--- config.mk ---
export PLATFORM = sky130hd
export DESIGN_NAME = rfb_frame_fifo
export DESIGN_NICKNAME = d
export VERILOG_FILES = /design/src/rtl/rfb_pkg.sv /design/src/rtl/rfb_store.sv /design/src/rtl/rfb_wmark.sv /design/src/rtl/rfb_txlen.sv /design/src/rtl/rfb_frame_fifo.sv
export SDC_FILE = /design/constraint.sdc
export NUM_CORES = 1
export LEC_CHECK = 0
export BUFFER_PORTS_ARGS = -buffer_cell sky130_fd_sc_hd__buf_2
export CORE_UTILIZATION = 30
export CTS_CLUSTER_DIAMETER = 50
export DETAILED_ROUTE_END_ITERATION = 12
export PLACE_DENSITY_LB_ADDON = 0.15
export SYNTH_ARGS = -nofsm -noshare
export SYNTH_HDL_FRONTEND = slang
export SYNTH_SLANG_ARGS = --single-unit
export TNS_END_PERCENT = 5
--- constraint.sdc ---
create_clock -name clk_i -period 2.3 [get_ports clk_i]
set_input_delay 0 -clock clk_i [delete_from_list [all_inputs] [get_ports clk_i]]
set_output_delay 0 -clock clk_i [all_outputs]
set_load 0.05 [all_outputs]
--- src/rtl/rfb_pkg.sv ---
package rfb_pkg;
  localparam int unsigned RFB_DEPTH  = 12;
  localparam int unsigned RFB_WIDTH  = 8;
  localparam int unsigned RFB_LO     = 3;
  localparam int unsigned RFB_HI     = 9;
  localparam int unsigned RFB_LEN_W  = 12;
  localparam int unsigned RFB_BITS_W = 4;
endpackage

--- src/rtl/rfb_store.sv ---
module rfb_store #(
  parameter int unsigned DEPTH = 12,
  parameter int unsigned WIDTH = 8,
  localparam int unsigned PTR_W = $clog2(DEPTH),
  localparam int unsigned CNT_W = $clog2(DEPTH + 1)
) (
  input  logic             clk_i,
  input  logic             rst_ni,
  input  logic             clr_i,
  input  logic             wr_i,
  input  logic [WIDTH-1:0] wdata_i,
  input  logic             rd_i,
  output logic [WIDTH-1:0] rdata_o,
  output logic [CNT_W-1:0] count_o,
  output logic             empty_o,
  output logic             full_o,
  output logic             wr_ok_o,
  output logic             rd_ok_o,
  output logic             ovf_o,
  output logic             udf_o
);
  logic [WIDTH-1:0] mem_q [DEPTH];
  logic [PTR_W-1:0] wptr_q, rptr_q;
  logic [CNT_W-1:0] count_q;
  logic             ovf_q, udf_q;

  function automatic logic [PTR_W-1:0] ptr_inc(input logic [PTR_W-1:0] p);
    return (p == PTR_W'(DEPTH - 1)) ? '0 : p + 1'b1;
  endfunction

  assign empty_o = (count_q == '0);
  assign full_o  = (count_q == CNT_W'(DEPTH));
  assign wr_ok_o = wr_i && !full_o && !clr_i;
  assign rd_ok_o = rd_i && !empty_o && !clr_i;
  assign rdata_o = mem_q[rptr_q];
  assign count_o = count_q;
  assign ovf_o   = ovf_q;
  assign udf_o   = udf_q;

  always_ff @(posedge clk_i) begin
    if (wr_ok_o) mem_q[wptr_q] <= wdata_i;
  end

  always_ff @(posedge clk_i or negedge rst_ni) begin
    if (!rst_ni) begin
      wptr_q  <= '0;
      rptr_q  <= '0;
      count_q <= '0;
      ovf_q   <= 1'b0;
      udf_q   <= 1'b0;
    end else if (clr_i) begin
      wptr_q  <= '0;
      rptr_q  <= '0;
      count_q <= '0;
      ovf_q   <= 1'b0;
      udf_q   <= 1'b0;
    end else begin
      if (wr_ok_o) wptr_q <= ptr_inc(wptr_q);
      if (rd_ok_o) rptr_q <= ptr_inc(rptr_q);
      if (wr_ok_o && !rd_ok_o)      count_q <= count_q + 1'b1;
      else if (rd_ok_o && !wr_ok_o) count_q <= count_q - 1'b1;
      if (wr_i && full_o)  ovf_q <= 1'b1;
      if (rd_i && empty_o) udf_q <= 1'b1;
    end
  end

  a_r3_count_range: assert property (@(posedge clk_i) disable iff (!rst_ni)
    count_q <= CNT_W'(DEPTH));
  a_r4_no_overflow: assert property (@(posedge clk_i) disable iff (!rst_ni)
    (wr_i && full_o && !rd_i && !clr_i) |=> ($stable(count_q) && ovf_q));
  a_r4_ovf_sticky: assert property (@(posedge clk_i) disable iff (!rst_ni)
    (ovf_q && !clr_i) |=> ovf_q);
  a_r5_simul_level: assert property (@(posedge clk_i) disable iff (!rst_ni)
    (wr_ok_o && rd_ok_o) |=> $stable(count_q));
  a_r2_clear_empty: assert property (@(posedge clk_i) disable iff (!rst_ni)
    clr_i |=> (empty_o && !ovf_q && !udf_q));
endmodule

--- src/rtl/rfb_wmark.sv ---
module rfb_wmark #(
  parameter int unsigned CNT_W = 4,
  parameter int unsigned LO    = 3,
  parameter int unsigned HI    = 9
) (
  input  logic             clk_i,
  input  logic             rst_ni,
  input  logic             dir_tx_i,
  input  logic [CNT_W-1:0] count_i,
  input  logic             ack_i,
  output logic             irq_o
);
  logic cond, irq_q;

  assign cond  = dir_tx_i ? (count_i < CNT_W'(LO)) : (count_i > CNT_W'(HI));
  assign irq_o = irq_q;

  always_ff @(posedge clk_i or negedge rst_ni) begin
    if (!rst_ni)    irq_q <= 1'b0;
    else if (ack_i) irq_q <= 1'b0;
    else            irq_q <= irq_q | cond;
  end

  a_r7_irq_hold: assert property (@(posedge clk_i) disable iff (!rst_ni)
    (irq_q && !ack_i) |=> irq_q);
  a_r7_irq_ack: assert property (@(posedge clk_i) disable iff (!rst_ni)
    ack_i |=> !irq_q);
endmodule

--- src/rtl/rfb_txlen.sv ---
module rfb_txlen #(
  parameter int unsigned LEN_W  = 12,
  parameter int unsigned BITS_W = 4
) (
  input  logic              clk_i,
  input  logic              rst_ni,
  input  logic              load_i,
  input  logic [LEN_W-1:0]  bytes_i,
  input  logic [BITS_W-1:0] bits_i,
  input  logic              pop_i,
  output logic              partial_o,
  output logic [BITS_W-1:0] bits_o,
  output logic              eof_o
);
  logic [LEN_W-1:0]  rem_q;
  logic [BITS_W-1:0] bits_q;
  logic              active_q, eof_q, last_pop;

  assign last_pop  = active_q && pop_i &&
                     ((rem_q == LEN_W'(1) && bits_q == '0) ||
                      (rem_q == '0 && bits_q != '0));
  assign partial_o = active_q && (rem_q == '0) && (bits_q != '0);
  assign bits_o    = partial_o ? bits_q : '0;
  assign eof_o     = eof_q;

  always_ff @(posedge clk_i or negedge rst_ni) begin
    if (!rst_ni) begin
      rem_q    <= '0;
      bits_q   <= '0;
      active_q <= 1'b0;
      eof_q    <= 1'b0;
    end else begin
      eof_q <= !load_i && last_pop;
      if (load_i) begin
        rem_q    <= bytes_i;
        bits_q   <= bits_i;
        active_q <= (bytes_i != '0) || (bits_i != '0);
      end else if (active_q && pop_i) begin
        if (rem_q != '0) rem_q <= rem_q - 1'b1;
        if (last_pop)    active_q <= 1'b0;
      end
    end
  end

  a_r9_eof_pulse: assert property (@(posedge clk_i) disable iff (!rst_ni)
    eof_q |=> !eof_q);
  a_r10_partial_hold: assert property (@(posedge clk_i) disable iff (!rst_ni)
    (partial_o && !pop_i && !load_i) |=> (partial_o && $stable(bits_o)));
endmodule

--- src/rtl/rfb_frame_fifo.sv ---
module rfb_frame_fifo
  import rfb_pkg::*;
#(
  parameter int unsigned DEPTH  = RFB_DEPTH,
  parameter int unsigned WIDTH  = RFB_WIDTH,
  parameter int unsigned LO     = RFB_LO,
  parameter int unsigned HI     = RFB_HI,
  parameter int unsigned LEN_W  = RFB_LEN_W,
  parameter int unsigned BITS_W = RFB_BITS_W,
  localparam int unsigned CNT_W = $clog2(DEPTH + 1),
  localparam int unsigned FC_W  = $clog2(DEPTH)
) (
  input  logic              clk_i,
  input  logic              rst_ni,
  input  logic              dir_tx_i,
  input  logic              clear_i,
  input  logic              host_wr_i,
  input  logic [WIDTH-1:0]  host_wdata_i,
  input  logic              host_rd_i,
  output logic [WIDTH-1:0]  host_rdata_o,
  input  logic              rx_push_i,
  input  logic [WIDTH-1:0]  rx_data_i,
  input  logic              tx_pop_i,
  output logic [WIDTH-1:0]  tx_data_o,
  input  logic              stat_rd_i,
  output logic [FC_W-1:0]   fill_code_o,
  output logic              empty_o,
  output logic              full_o,
  output logic              ovf_o,
  output logic              udf_o,
  output logic              irq_o,
  input  logic              len_load_i,
  input  logic [LEN_W-1:0]  len_bytes_i,
  input  logic [BITS_W-1:0] len_bits_i,
  output logic              tx_start_o,
  output logic              tx_partial_o,
  output logic [BITS_W-1:0] tx_bits_o,
  output logic              eof_o
);
  logic             wr, rd, wr_ok, rd_ok;
  logic [WIDTH-1:0] wdata, head;
  logic [CNT_W-1:0] count;
  logic             start_q;

  // direction selects which side owns each end
  assign wr    = dir_tx_i ? host_wr_i : rx_push_i;
  assign wdata = dir_tx_i ? host_wdata_i : rx_data_i;
  assign rd    = dir_tx_i ? tx_pop_i : host_rd_i;

  rfb_store #(.DEPTH(DEPTH), .WIDTH(WIDTH)) u_store (
    .clk_i, .rst_ni, .clr_i(clear_i), .wr_i(wr), .wdata_i(wdata), .rd_i(rd),
    .rdata_o(head), .count_o(count), .empty_o, .full_o,
    .wr_ok_o(wr_ok), .rd_ok_o(rd_ok), .ovf_o, .udf_o
  );

  rfb_wmark #(.CNT_W(CNT_W), .LO(LO), .HI(HI)) u_wmark (
    .clk_i, .rst_ni, .dir_tx_i, .count_i(count), .ack_i(stat_rd_i), .irq_o
  );

  rfb_txlen #(.LEN_W(LEN_W), .BITS_W(BITS_W)) u_txlen (
    .clk_i, .rst_ni, .load_i(len_load_i), .bytes_i(len_bytes_i),
    .bits_i(len_bits_i), .pop_i(rd_ok && dir_tx_i),
    .partial_o(tx_partial_o), .bits_o(tx_bits_o), .eof_o
  );

  assign host_rdata_o = head;
  assign tx_data_o    = head;
  assign fill_code_o  = (count == '0) ? '0 : FC_W'(count - 1'b1);
  assign tx_start_o   = start_q;

  always_ff @(posedge clk_i or negedge rst_ni) begin
    if (!rst_ni) start_q <= 1'b0;
    else         start_q <= dir_tx_i && wr_ok && (count == '0);
  end

  a_r8_start_nonempty: assert property (@(posedge clk_i) disable iff (!rst_ni)
    start_q |-> !empty_o);
  a_r6_rx_no_host_write: assert property (@(posedge clk_i) disable iff (!rst_ni)
    (!dir_tx_i && !rx_push_i && !host_rd_i && !clear_i) |=> $stable(count));
endmodule

Yosys cells after proc, flatten, opt, wreduce, memory -nomap -nowiden:

Memory sizes are Yosys's and may differ from the RTL's.
Index checks and enable logic that the tools add are counted.

* add/subtract/negate cells: 5
* magnitude comparators: 2
* eq/ne operators: 4
* multiplexer cells: 28
* bitwise gates (word level): 1
* reductions and logical operators: 43

Operators by type and width (count)
* $mux W4: 11
* $mux W12: 3
* $reduce_bool A12 Y1: 2
* $logic_and A1 B1 Y1: 18
* $reduce_bool A2 Y1: 7
* $mux W1: 13
* $add A4 B1 Y4 const B: 3
* $eq A12 B1 Y1 const B: 1
* $eq A4 B4 Y1 const B: 3
* $logic_not A12 Y1: 1
* $sub A12 B1 Y12 const B: 1
* $logic_not A4 Y1: 2
* $mux W8: 1
* $reduce_bool A4 Y1: 2
* $logic_not A1 Y1: 6
* $gt A4 B4 Y1 const B: 1
* $lt A4 B2 Y1 const B: 1
* $reduce_and A2 Y1: 2
* $sub A4 B1 Y4 const B: 1
* $reduce_bool A3 Y1: 1
* $logic_or A1 B1 Y1: 2
* $or A1 B1 Y1: 1

* register bits: 34
* RAM bits: 96
* input bits: 42
* output and inout bits: 32
* word-level logic and storage cells: 95
* memories: 1

Memory list
* u_store.mem_q: words 12, bits a word 8, rd ports 1, clocked after Yosys merged registers in 0, write ports 1, RTL line rfb_store.sv:22 `logic [WIDTH-1:0] mem_q [DEPTH];`

Logic depth before layout (Yosys ltp):

Gate-level depths: netlist of run 1.

* word-level depth: 10
* gate-level depth with buffers: 9
* depth with buffers taken out: 7

Modules after synthesis:

A second synthesis of run 1 with hierarchy kept.

* cell total of the unflattened synthesis: 435
* area total of the unflattened synthesis: 6256.0 um^2

Modules (own cells, without submodules)
* rfb_store: instances 1, cells each 270, area each 4684.5 um^2, sequential area each 3233.1 um^2
* rfb_txlen: instances 1, cells each 125, area each 1184.9 um^2, sequential area each 450.4 um^2
* rfb_frame_fifo: instances 1, cells each 33, area each 324.1 um^2, sequential area each 25.0 um^2
* rfb_wmark: instances 1, cells each 7, area each 62.6 um^2, sequential area each 25.0 um^2

Least setup slack after synthesis of run 1:

No wires, ideal clock.

* path kind: register to output
* from: register u_store.rptr_q[1]
* to: output tx_data_o[5]
* data arrival time: 2784 ps
* required time: 2300 ps
* setup slack: -484 ps
* stages on the path, launching flop included: 7
* path buffers: 3
* cells stage by stage: dfrtp_1 > clkbuf_1 > clkbuf_1 > mux4_2 > mux2i_1 > o21ai_0 > buf_4

* word-level cells in the longest chain between the ends: 1

Ends and longest elaborated chain
* start, declared: RTL line rfb_store.sv:23 `logic [PTR_W-1:0] wptr_q, rptr_q;`
* start signal, assigned: RTL line rfb_store.sv:59 `if (rd_ok_o) rptr_q <= ptr_inc(rptr_q);`
* $mem_v2 Z12 W8
* end, declared: RTL line rfb_frame_fifo.sv:24 `output logic [WIDTH-1:0] tx_data_o,`

No other way between the ends.

Worst setup path after layout of run 1:

* from: register u_store.rptr_q[0]
* to: output tx_data_o[1]

The elaborated chain is that of the path after synthesis.

==> impl_metrics.yaml, run 1 <==
die:
  die_w_um: 145
  die_h_um: 145
  dieArea_sq_mm: 0.0210
  design.core.area_sq_mm: 0.0197
  design.portCount: 74
  starting_utilization_of_the_core_area_pct: 31.1
  cell_rows: 51
global_routing:
  grt_pass1_vias: 4145
  grt_first_pass_wirelength_mm: 22.7
  grt.overflow.total: 0
  grt_antenna_before_repair: 0
  global_route.usage.total_pct: 14.9
  grt_max_degree: 35
sta:
  fin_tns_setup_ns: 0
  finClkSkew_ns: 0.00726
  worst-slew-pin-transition_ns: 0.812
  min_period_ns: 2.25
  rsz0062_at_grt: "true"
  report.final.slew_viol_count: 0
  timing.fmax_mhz: 445
  final_hold_viol_count: 0
  fin_ws_ns: 0.0504
  hold_ws_ns: 0.0512
  period_share_pct: 97.8
  slew_headroom_pct: 45.8
  setup_violations: 0
power_and_ir_drop:
  power.switching_uw: 2240
  swShare_pct: 31.6
  power.density_mw_per_mm2: 921
  seq_power_share_pct: 38.3
  report.power.total_uw: 7090
  cell_internal_pwr_uw: 4850
  peakVddDrop_mv: 0.605
  leakage_uw: 0.00290
  share_clk_of_total_power_pct: 37.8
  gate_power_share_pct: 23.9
cts:
  root_buffer: "clkbuf_16"
  cts_post_setup_buffers_inserted: 0
  cts_made_buffers: 17
  clk_pin_slew_worst_paths_ns: 0.06
  clock_tree.htree_level_count: 4
  cts_tree: "done"
  clock_insertion_delay_worst_skew_ns: 0.42
  clock_sinks: 130
  cts-root-to-sink-buffers: 2
final_layout:
  layout.cells.most_common: "edfxtp_1"
  layout-drive-gt1-share_pct: 31.6
  final.fill_count: 1864
  area.growth.synth_to_final_pct: 25.6
  fin_nets: 605
  stdcell_area_sq_mm: 0.00769
  most-common-layout-cells: "edfxtp_1 (96), buf_2 (66), nor2_1 (32), dfrtp_1 (32), nand2_1 (31)"
  antenna-diode-count: 0
  register_area_sq_mm: 0.00374
  multi_input_comb_area_sq_mm: 0.00219
min_path:
  timing.hold.worst.class: "primary input to register"
synthesis:
  synth.ff_latch_count: 130
  netlist_instances: 449
  synth-warning-count: 0
  ys_seq_area_share_pct: 61.0
  synth-async-reset-ratio_pct: 26.2
  ys.flop_type: "edfxtp_1"
  postSynthAreaPerCell_sq_um: 13.6
  yosys.cell_types.count: 54
  mappedNetlistArea_sq_mm: 0.00612
  number_of_enable_type_register_cells_in_the_synthesized_netlist: 96
  synth_nets: 503
critical_path:
  cpPeakStageDelay_ns: 0.51
  cp_slowest_cell: "mux4_2"
  worst_ep_required_time_ns: 2.30
  critical_path_peak_fanout: 12
  worst-endpoint-arrival_ns: 2.25
  timing.critical_path.from_type: "register"
  timing.critical_path.cells: "bufbuf_16, mux4_2, nand2_1, o21ai_1, buf_2"
  worstSetupPathType: "register to output pin"
  critPathCaptureType: "output pin"
drt:
  route.vias.total: 4057
  drtPass1Iterations: 4
  dr.first_iter.drc_count: 136
  number_of_drc_violations_after_detailed_routing: 0
  antenna_left: 0
  vias_per_cell: 4.89
  wl_mm: 14.4
  detail_route.wl_per_cell_um: 17.4
placed_design:
  gp_routability_congestion: 0.787
  pre_cts_slack_ns: 0.134
  detailed_place.area_sq_mm: 0.00683
  dp_hpwl_mm: 9.61
  buffer_ports.inserted: 73
status:
  result_of_the_run: "completed"
run:
  max_cap_violations: 0
[kinds of logic (layout without fill, tap and decap cells)]
family                     count (synthesis)  after routing  synth area share (%)
muxes                                     51             51                  13.6
and+or+nand+nor                          148            148                  12.5
xor gates and xnor gates                   1              1                 0.143
adders and majority gates                 12             12                  2.45
buffers and inverters                     46            161                  3.80
DFF                                      130            130                  61.0
AOI/OAI and AO/OA                         61             61                  6.62
[cell type report]
cell class                 instances  share of cell area, %
tap                              265                   4.31
inverter                          17                  0.829
sequential                       130                   48.6
clock inverter                    14                   2.02
clock buffer                      18                   5.58
multi-input combinational        273                   28.5
timing repair buffer             112                   10.2
[registers in the layout (all words and copies together) (netlist names), 4 cells and up]
name / flops
u_store.count_o: 4
u_store.rptr_q: 4
u_store.wptr_q: 4
u_txlen.bits_q: 4
u_store.mem_q: 96
u_txlen.rem_q: 12
[worst paths after layout]
kind / startpoint / to / slack, ns / cells after the start
min reg2reg: u_store.udf_o$_DFFE_PN0P_ / u_store.udf_o$_DFFE_PN0P_ / 0.50 / 2
min in group asynchronous: rst_ni / u_txlen.bits_q[1]$_DFFE_PN0P_ / 0.20 / 2
max reg2reg: u_store.count_o[1]$_DFFE_PN0P_ / u_store.count_o[2]$_DFFE_PN0P_ / 0.20 / 6
max in group asynchronous: rst_ni / u_store.rptr_q[0]$_DFFE_PN0P_ / 1.53 / 2
max: u_store.rptr_q[0]$_DFFE_PN0P_ / tx_data_o[1] / 0.05 / 5
min: host_rd_i / u_store.udf_o$_DFFE_PN0P_ / 0.05 / 4
[power by group through the flow]
stage | registers, uW | clock network [uW] | logic, uW
2_1_floorplan | 2750 | 0 | 1260
6_report | 2710 | 2680 | 1690
3_5_place_dp | 2750 | 0 | 1630
3_3_place_gp | 2750 | 0 | 1620
5_1_grt | 2730 | 2840 | 1820
4_1_cts | 2710 | 2740 | 1700
[repair_timing]
item | in CTS | in global routing
cloned | 1 | 0
hold buffers | 18 | 0
gates resized for setup | 8 | 13
endpoints found under the setup margin | 13 | 89
pin swaps | 2 | 3
hold endpoints to repair | 52 | 0
[through the flow]
stage / instances / utilization (%)
4_1_cts: 829 / 38.8
5_1_grt: 829 / 39.0
6_report: 829 / 39.0
3_5_place_dp: 778 / 34.6
2_1_floorplan: 449 / -
3_3_place_gp: 778 / 34.6
[layer usage]
metal / GRT usage (%) / vias to the layer above / wire (um)
li1: - / 1913 / -
met1: 18.8 / 2032 / 6540
met2: 25.2 / 96 / 7180
met3: 3.19 / 16 / 492
met4: 5.15 / 0 / 209
met5: 0 / - / 0
[synth_stat cells (3+ instances only)]
library cell	number	share of area (%)
a21oi_1	13	1.1
a31oi_1	7	0.71
and2_1	15	1.5
and3_1	3	0.31
buf_2	5	0.41
buf_4	8	0.98
buf_6	3	0.55
clkbuf_1	12	0.74
dfrtp_1	34	14
edfxtp_1	96	47
ha_1	12	2.5
inv_1	16	0.98
mux2_2	11	2.0
mux2i_1	14	2.3
mux4_2	24	8.8
nand2_1	31	1.9
nand3_1	17	1.4
nand4_1	6	0.61
nor2_1	32	2.0
nor2b_1	5	0.51
nor3_1	12	0.98
nor4_1	12	1.2
o21ai_0	21	1.7
or3_1	4	0.41
or4_1	3	0.37
[critical path: cells and delay by family (launching register included)]
kind / cells / cell delay [ns]
simple gates: 1 / 0.10
mux: 1 / 0.51
flops: 1 / 0.47
buf+inv: 2 / 0.61
compound gates: 1 / 0.14
No activity file was read; power rests on OpenSTA's default activity.
==> run 2: changes to the inputs <==
--- a/config.mk
+++ b/config.mk
@@ -10,6 +10,7 @@
 export CTS_CLUSTER_DIAMETER = 50
 export DETAILED_ROUTE_END_ITERATION = 12
 export PLACE_DENSITY_LB_ADDON = 0.15
+export SLEW_MARGIN = 10
 export SYNTH_ARGS = -nofsm -noshare
 export SYNTH_HDL_FRONTEND = slang
 export SYNTH_SLANG_ARGS = --single-unit
==> constraint.sdc (replaced) <==
create_clock -name clk_i -period 2.3 [get_ports clk_i]
set_input_delay 0.115 -clock clk_i [delete_from_list [all_inputs] [get_ports clk_i]]
set_output_delay 0.115 -clock clk_i [all_outputs]
set_load 0.05 [all_outputs]
==> run 2 against run 1 <==
Effect of this change: the flow now finishes with violations (negative setup slack); sequential power is essentially flat; clock power shrank 9.3%; non-clock buffer count grew 2; global-route usage is 0.34 points lower; maximum frequency fell by 2.5%; register-to-register slack got worse by 0.08 ns; routed wire length shrank 2.6%; highest routed layer unchanged; combinational power rose by 4%.
==> impl_metrics.yaml, run 2 (same netlist as run 1, synthesis figures left out) <==
drt:
  drtPass1Iterations: 4
  route.vias.total: 4019
  dr.first_iter.drc_count: 220
  vias_per_cell: 4.84
  number_of_drc_violations_after_detailed_routing: 0
  antenna_left: 0
  detail_route.wl_per_cell_um: 16.9
  wl_mm: 14.0
global_routing:
  grt_antenna_before_repair: 0
  global_route.usage.total_pct: 14.6
  grt.overflow.total: 0
  grt_first_pass_wirelength_mm: 22.1
  grt_pass1_vias: 4073
  grt_max_degree: 35
die:
  cell_rows: 51
  design.portCount: 74
  design.core.area_sq_mm: 0.0197
  die_h_um: 145
  die_w_um: 145
  starting_utilization_of_the_core_area_pct: 31.1
  dieArea_sq_mm: 0.0210
cts:
  clk_pin_slew_worst_paths_ns: 0.06
  root_buffer: "clkbuf_16"
  clock_tree.htree_level_count: 4
  cts_tree: "done"
  clock_sinks: 130
  clock_insertion_delay_worst_skew_ns: 0.41
  cts_made_buffers: 17
  cts-root-to-sink-buffers: 2
final_layout:
  largest_register_ffs: 96
  layout-drive-gt1-share_pct: 32.6
  most-common-layout-cells: "edfxtp_1 (96), buf_2 (63), nor2_1 (32), dfrtp_1 (32), nand2_1 (31)"
  instances_no_fill: 830
  registers.top_by_ff_count: "u_store.mem_q"
  reg_top3: "u_store.mem_q (96), u_txlen.rem_q (12)"
  layout.cells.most_common: "edfxtp_1"
  stdcell_area_sq_mm: 0.00768
  area.growth.synth_to_final_pct: 25.4
  fin_nets: 607
  antenna-diode-count: 0
sta:
  rsz0062_at_grt: "true"
  fin_ws_ns: -0.00676
  setup_violations: 2
  final_hold_viol_count: 0
  finClkSkew_ns: 0.00712
  hold_ws_ns: 0.0327
  period_share_pct: 100
  worst-slew-pin-transition_ns: 0.826
  report.final.slew_viol_count: 0
  timing.fmax_mhz: 434
  slew_headroom_pct: 44.9
  min_period_ns: 2.31
power_and_ir_drop:
  leakage_uw: 0.00288
  report.power.total_uw: 6910
  peakVddDrop_mv: 0.581
  power.density_mw_per_mm2: 899
critical_path:
  kind_of_cell_adding_the_most_delay_to_the_critical_path: "multiplexers"
  timing.critical_path.cells: "buf_12, mux4_2, mux2i_1, o21ai_1, buf_2"
  rr_startpoint: "u_store.count_o[1]$_DFFE_PN0P_"
  worst_ep_required_time_ns: 2.18
  ff2ff_path_depth: 7
  path_buf_inv: 2
  worst_setup_path_startpoint: "u_store.rptr_q[0]$_DFFE_PN0P_"
  worstSetupPathType: "register to output pin"
  timing.critical_path.from_type: "register"
  cpPeakStageDelay_ns: 0.52
  setup.reg_to_reg.worst_slack_ns: 0.12
  critical_path_peak_fanout: 12
  cp_slowest_cell: "mux4_2"
  reg2reg_to: "u_store.count_o[3]$_DFFE_PN0P_"
  worst-endpoint-arrival_ns: 2.19
  critPathCaptureType: "output pin"
min_path:
  worstHoldEndpoint: "u_txlen.rem_q[1]$_DFFE_PN0P_"
  timing.hold.worst.class: "primary input to register"
  whs_path_depth: 4
  min_from: "len_bytes_i[1]"
placed_design:
  dp_hpwl_mm: 9.38
  detailed_place.area_sq_mm: 0.00684
  placedCellCount: 779
  buffer_ports.inserted: 73
  gp_routability_congestion: 0.818
run:
  max_cap_violations: 0
status:
  result_of_the_run: "finished with violations"
  failed_checks: "negative setup slack"
run 2: worst max-delay path by stage:
stage                                endpoint  slack [ns]  cells past startpoint
2_1_floorplan                    tx_data_o[6]       -0.16                      6
6_report                         tx_data_o[4]      -0.007                      5
3_3_place_gp   u_store.mem_q[11][3]$_DFFE_PP_        0.18                      7
4_1_cts                          tx_data_o[6]       -0.05                      5
5_1_grt                          tx_data_o[4]       -0.12                      5
3_5_place_dp   u_store.count_o[3]$_DFFE_PN0P_        0.13                      6
run 2: repair_timing:
item                                    in CTS  in global routing
endpoints found under the hold margin       49                  0
endpoints found under the setup margin      25                 92
cloned                                       1                  0
hold buffers                                16                  0
setup buffers                                3                  0
pin swaps                                    2                  3
resized for setup                           18                 14
run 2: tightest hold or removal path: stages:
cell and delay (ns):
buf_2 0.09, nand2_1 0.05, o31a_1 0.09, nand3_1 0.07
run 2: area by class of cell:
type	count	area (sq um)
Fill cell	1868	12000
Sequential cell	130	3740
Multi-Input combinational cell	273	2200
Timing Repair Buffer	114	817
Clock buffer	17	425
Tap cell	265	332
Clock inverter	14	108
Inverter	17	63.8
run 2: routing by layer:
metal | part of all wire [%] | global-route usage, % | vias to the layer above
met5 | 0 | 0 | -
li1 | - | - | 1918
met3 | 3.5 | 3.82 | 13
met4 | 1.1 | 5.15 | 0
met1 | 46 | 17.9 | 1979
met2 | 50 | 24.6 | 109
run 2: per-stage QoR:
stage	TNS, ns	setup WS (ns)	util, %
finish	-0.0133	-0.00676	39.0
global route	-1.27	-0.120	39.0
CTS	-0.222	-0.0512	38.8
detailed placement	0	0.128	34.7
global placement	0	0.181	34.7
floorplan	-1.12	-0.162	-
run 2: power breakdown:
group / switching [uW] / internal (uW) / leakage [uW]
Combinational: 1100 / 657 / 0.00133
Clock: 1050 / 1380 / 0.000258
Sequential: 90.3 / 2620 / 0.00129
==> run 3: changes to the inputs <==
--- a/config.mk
+++ b/config.mk
@@ -9,6 +9,7 @@
 export CORE_UTILIZATION = 30
 export CTS_CLUSTER_DIAMETER = 50
 export DETAILED_ROUTE_END_ITERATION = 12
+export GPL_TIMING_DRIVEN = 0
 export PLACE_DENSITY_LB_ADDON = 0.15
 export SLEW_MARGIN = 10
 export SYNTH_ARGS = -nofsm -noshare
==> run 3 against run 2 <==
Effect of this change: the run still ends with negative setup slack left; worst hold slack got worse by 0.0063 ns; critical path depth rose by 2; clock skew rose by 0.0025 ns; total power rose by 5.7%; via count rose by 3.1%; global-route usage rose by 0.41 points; non-clock buffer count rose by 5; critical endpoint is now tx_data_o[2].
==> impl_metrics.yaml, run 3 (same netlist as run 1, synthesis figures left out) <==
cts:
  cts_tree: "done"
  clk_pin_slew_worst_paths_ns: 0.06
  clock_insertion_delay_worst_skew_ns: 0.42
  cts-root-to-sink-buffers: 2
  clock_tree.htree_level_count: 4
  root_buffer: "clkbuf_16"
  cts_made_buffers: 17
  clock_sinks: 130
sta:
  worst-slew-pin-transition_ns: 0.852
  fin_ws_ns: -0.0153
  hold_ws_ns: 0.0263
  min_period_ns: 2.32
  slew_headroom_pct: 43.2
  final_hold_viol_count: 0
  rsz0062_at_grt: "true"
  report.final.slew_viol_count: 0
  timing.fmax_mhz: 432
  period_share_pct: 101
  finClkSkew_ns: 0.00965
  setup_violations: 2
final_layout:
  fin_nets: 612
  layout.cells.most_common: "edfxtp_1"
  instances_no_fill: 836
  final.fill_count: 1876
  registers.top_by_ff_count: "u_store.mem_q"
  area.growth.synth_to_final_pct: 28.4
  reg_top3: "u_store.mem_q (96), u_txlen.rem_q (12)"
  antenna-diode-count: 0
  most-common-layout-cells: "edfxtp_1 (96), buf_2 (56), dfrtp_1 (32), nand2_1 (30), nor2_1 (29)"
  layout-drive-gt1-share_pct: 35.7
  largest_register_ffs: 96
placed_design:
  gp_routability_congestion: 0.836
  dp_hpwl_mm: 9.95
  placedCellCount: 786
  buffer_ports.inserted: 72
run:
  max_cap_violations: 0
critical_path:
  timing.critical_path.cells: "buf_12, buf_12, mux4_2, mux2i_2, o21ai_2, buf_4, buf_6"
  cpPeakStageDelay_ns: 0.51
  cp_slowest_cell: "mux4_2"
  critPathCaptureType: "output pin"
  timing.critical_path.from_type: "register"
  worst_ep_required_time_ns: 2.18
  critical_path_peak_fanout: 5
  worstSetupPathType: "register to output pin"
  crit_path_top_cell_by_count: "buf_12"
  kind_of_cell_adding_the_most_delay_to_the_critical_path: "multiplexers"
  path_buf_inv: 4
  worst-endpoint-arrival_ns: 2.20
drt:
  route.vias.total: 4143
  drtPass1Iterations: 4
  antenna_left: 0
  wl_mm: 14.4
  detail_route.wl_per_cell_um: 17.3
  vias_per_cell: 4.96
  number_of_drc_violations_after_detailed_routing: 0
  dr.first_iter.drc_count: 220
die:
  design.portCount: 74
  dieArea_sq_mm: 0.0210
  die_w_um: 145
  die_h_um: 145
  design.core.area_sq_mm: 0.0197
  starting_utilization_of_the_core_area_pct: 31.1
  cell_rows: 51
power_and_ir_drop:
  leakage_uw: 0.00292
  peakVddDrop_mv: 0.664
  power.density_mw_per_mm2: 928
  report.power.total_uw: 7300
global_routing:
  global_route.usage.total_pct: 15.0
  grt.overflow.total: 0
  grt_first_pass_wirelength_mm: 23.0
  grt_pass1_vias: 4247
  grt_max_degree: 35
  grt_antenna_before_repair: 0
status:
  result_of_the_run: "finished with violations"
  failed_checks: "negative setup slack"
min_path:
  timing.hold.worst.class: "primary input to register"
==> run 3: layout make-up <==
type                       count  area (sq um)  area share [%]
multi-input combinational    273          2260            28.7
tap                          265           332            4.22
sequential                   130          3740            47.5
clock buffer                  17           425            5.41
buffer                        27           219            2.78
clock inverter                15           146            1.86
inverter                      17          67.6           0.859
timing repair buffer          92           682            8.67
==> run 3: path summary, 6_finish.rpt <==
check	from	endpoint	cells past startpoint	slack [ns]
max	u_store.rptr_q[0]$_DFFE_PN0P_	tx_data_o[2]	7	-0.02
min	dir_tx_i	u_wmark.irq_o$_DFF_PN0_	4	0.03
max reg2reg	u_store.count_o[1]$_DFFE_PN0P_	u_store.count_o[3]$_DFFE_PN0P_	8	0.11
min reg2reg	u_store.ovf_o$_DFFE_PN0P_	u_store.ovf_o$_DFFE_PN0P_	2	0.49
max in group asynchronous	rst_ni	u_store.rptr_q[1]$_DFFE_PN0P_	2	1.36
min in group asynchronous	rst_ni	u_txlen.bits_q[3]$_DFFE_PN0P_	2	0.34
==> run 3: per-layer routing <==
| layer | vias up | routed length [um] | track usage [%] |
|---|---|---|---|
| li1 | 1943 | - | - |
| met1 | 2094 | 6500 | 19.2 |
| met2 | 93 | 7300 | 25.1 |
| met3 | 13 | 484 | 2.90 |
| met4 | 0 | 150 | 5.43 |
| met5 | - | 0 | 0 |
==> run 3: per-stage QoR <==
stage | setup TNS [ns] | setup WS, ns | util, % | instance area, sq um
5_1_grt | -1.35 | -0.141 | 39.9 | 7870
4_1_cts | -0.219 | -0.0612 | 39.5 | 7800
3_5_place_dp | -27.57 | -0.401 | 34.6 | 6820
2_1_floorplan | -1.12 | -0.162 | - | 6130
3_3_place_gp | -26.79 | -0.416 | 34.6 | 6820
6_report | -0.0180 | -0.0153 | 39.9 | 7870
==> run 3: report_power, final <==
| part | total [uW] | switching (uW) | internal [uW] |
|---|---|---|---|
| sequential | 2700 | 75.9 | 2620 |
| clock | 2600 | 1090 | 1520 |
| combinational | 2000 | 1170 | 828 |
| total | 7300 | 2340 | 4970 |
==> run 3: what timing repair did <==
action | CTS | global route
gates resized for setup | 70 | 18
hold buffers | 16 | 0
endpoints found under the setup margin | 122 | 120
setup buffers | 3 | 0
hold endpoints to repair | 49 | 0
gates cloned | 1 | 0
pin swaps | 8 | 5
==> run 3: worst reg2reg max path, stage by stage (launching register included) <==
cell	delay (ns)
dfrtp_1	0.39
inv_2	0.08
ha_4	0.17
or3b_4	0.23
buf_8	0.13
clkinvlp_4	0.16
a211oi_2	0.40
a22oi_1	0.18
mux2_1	0.33
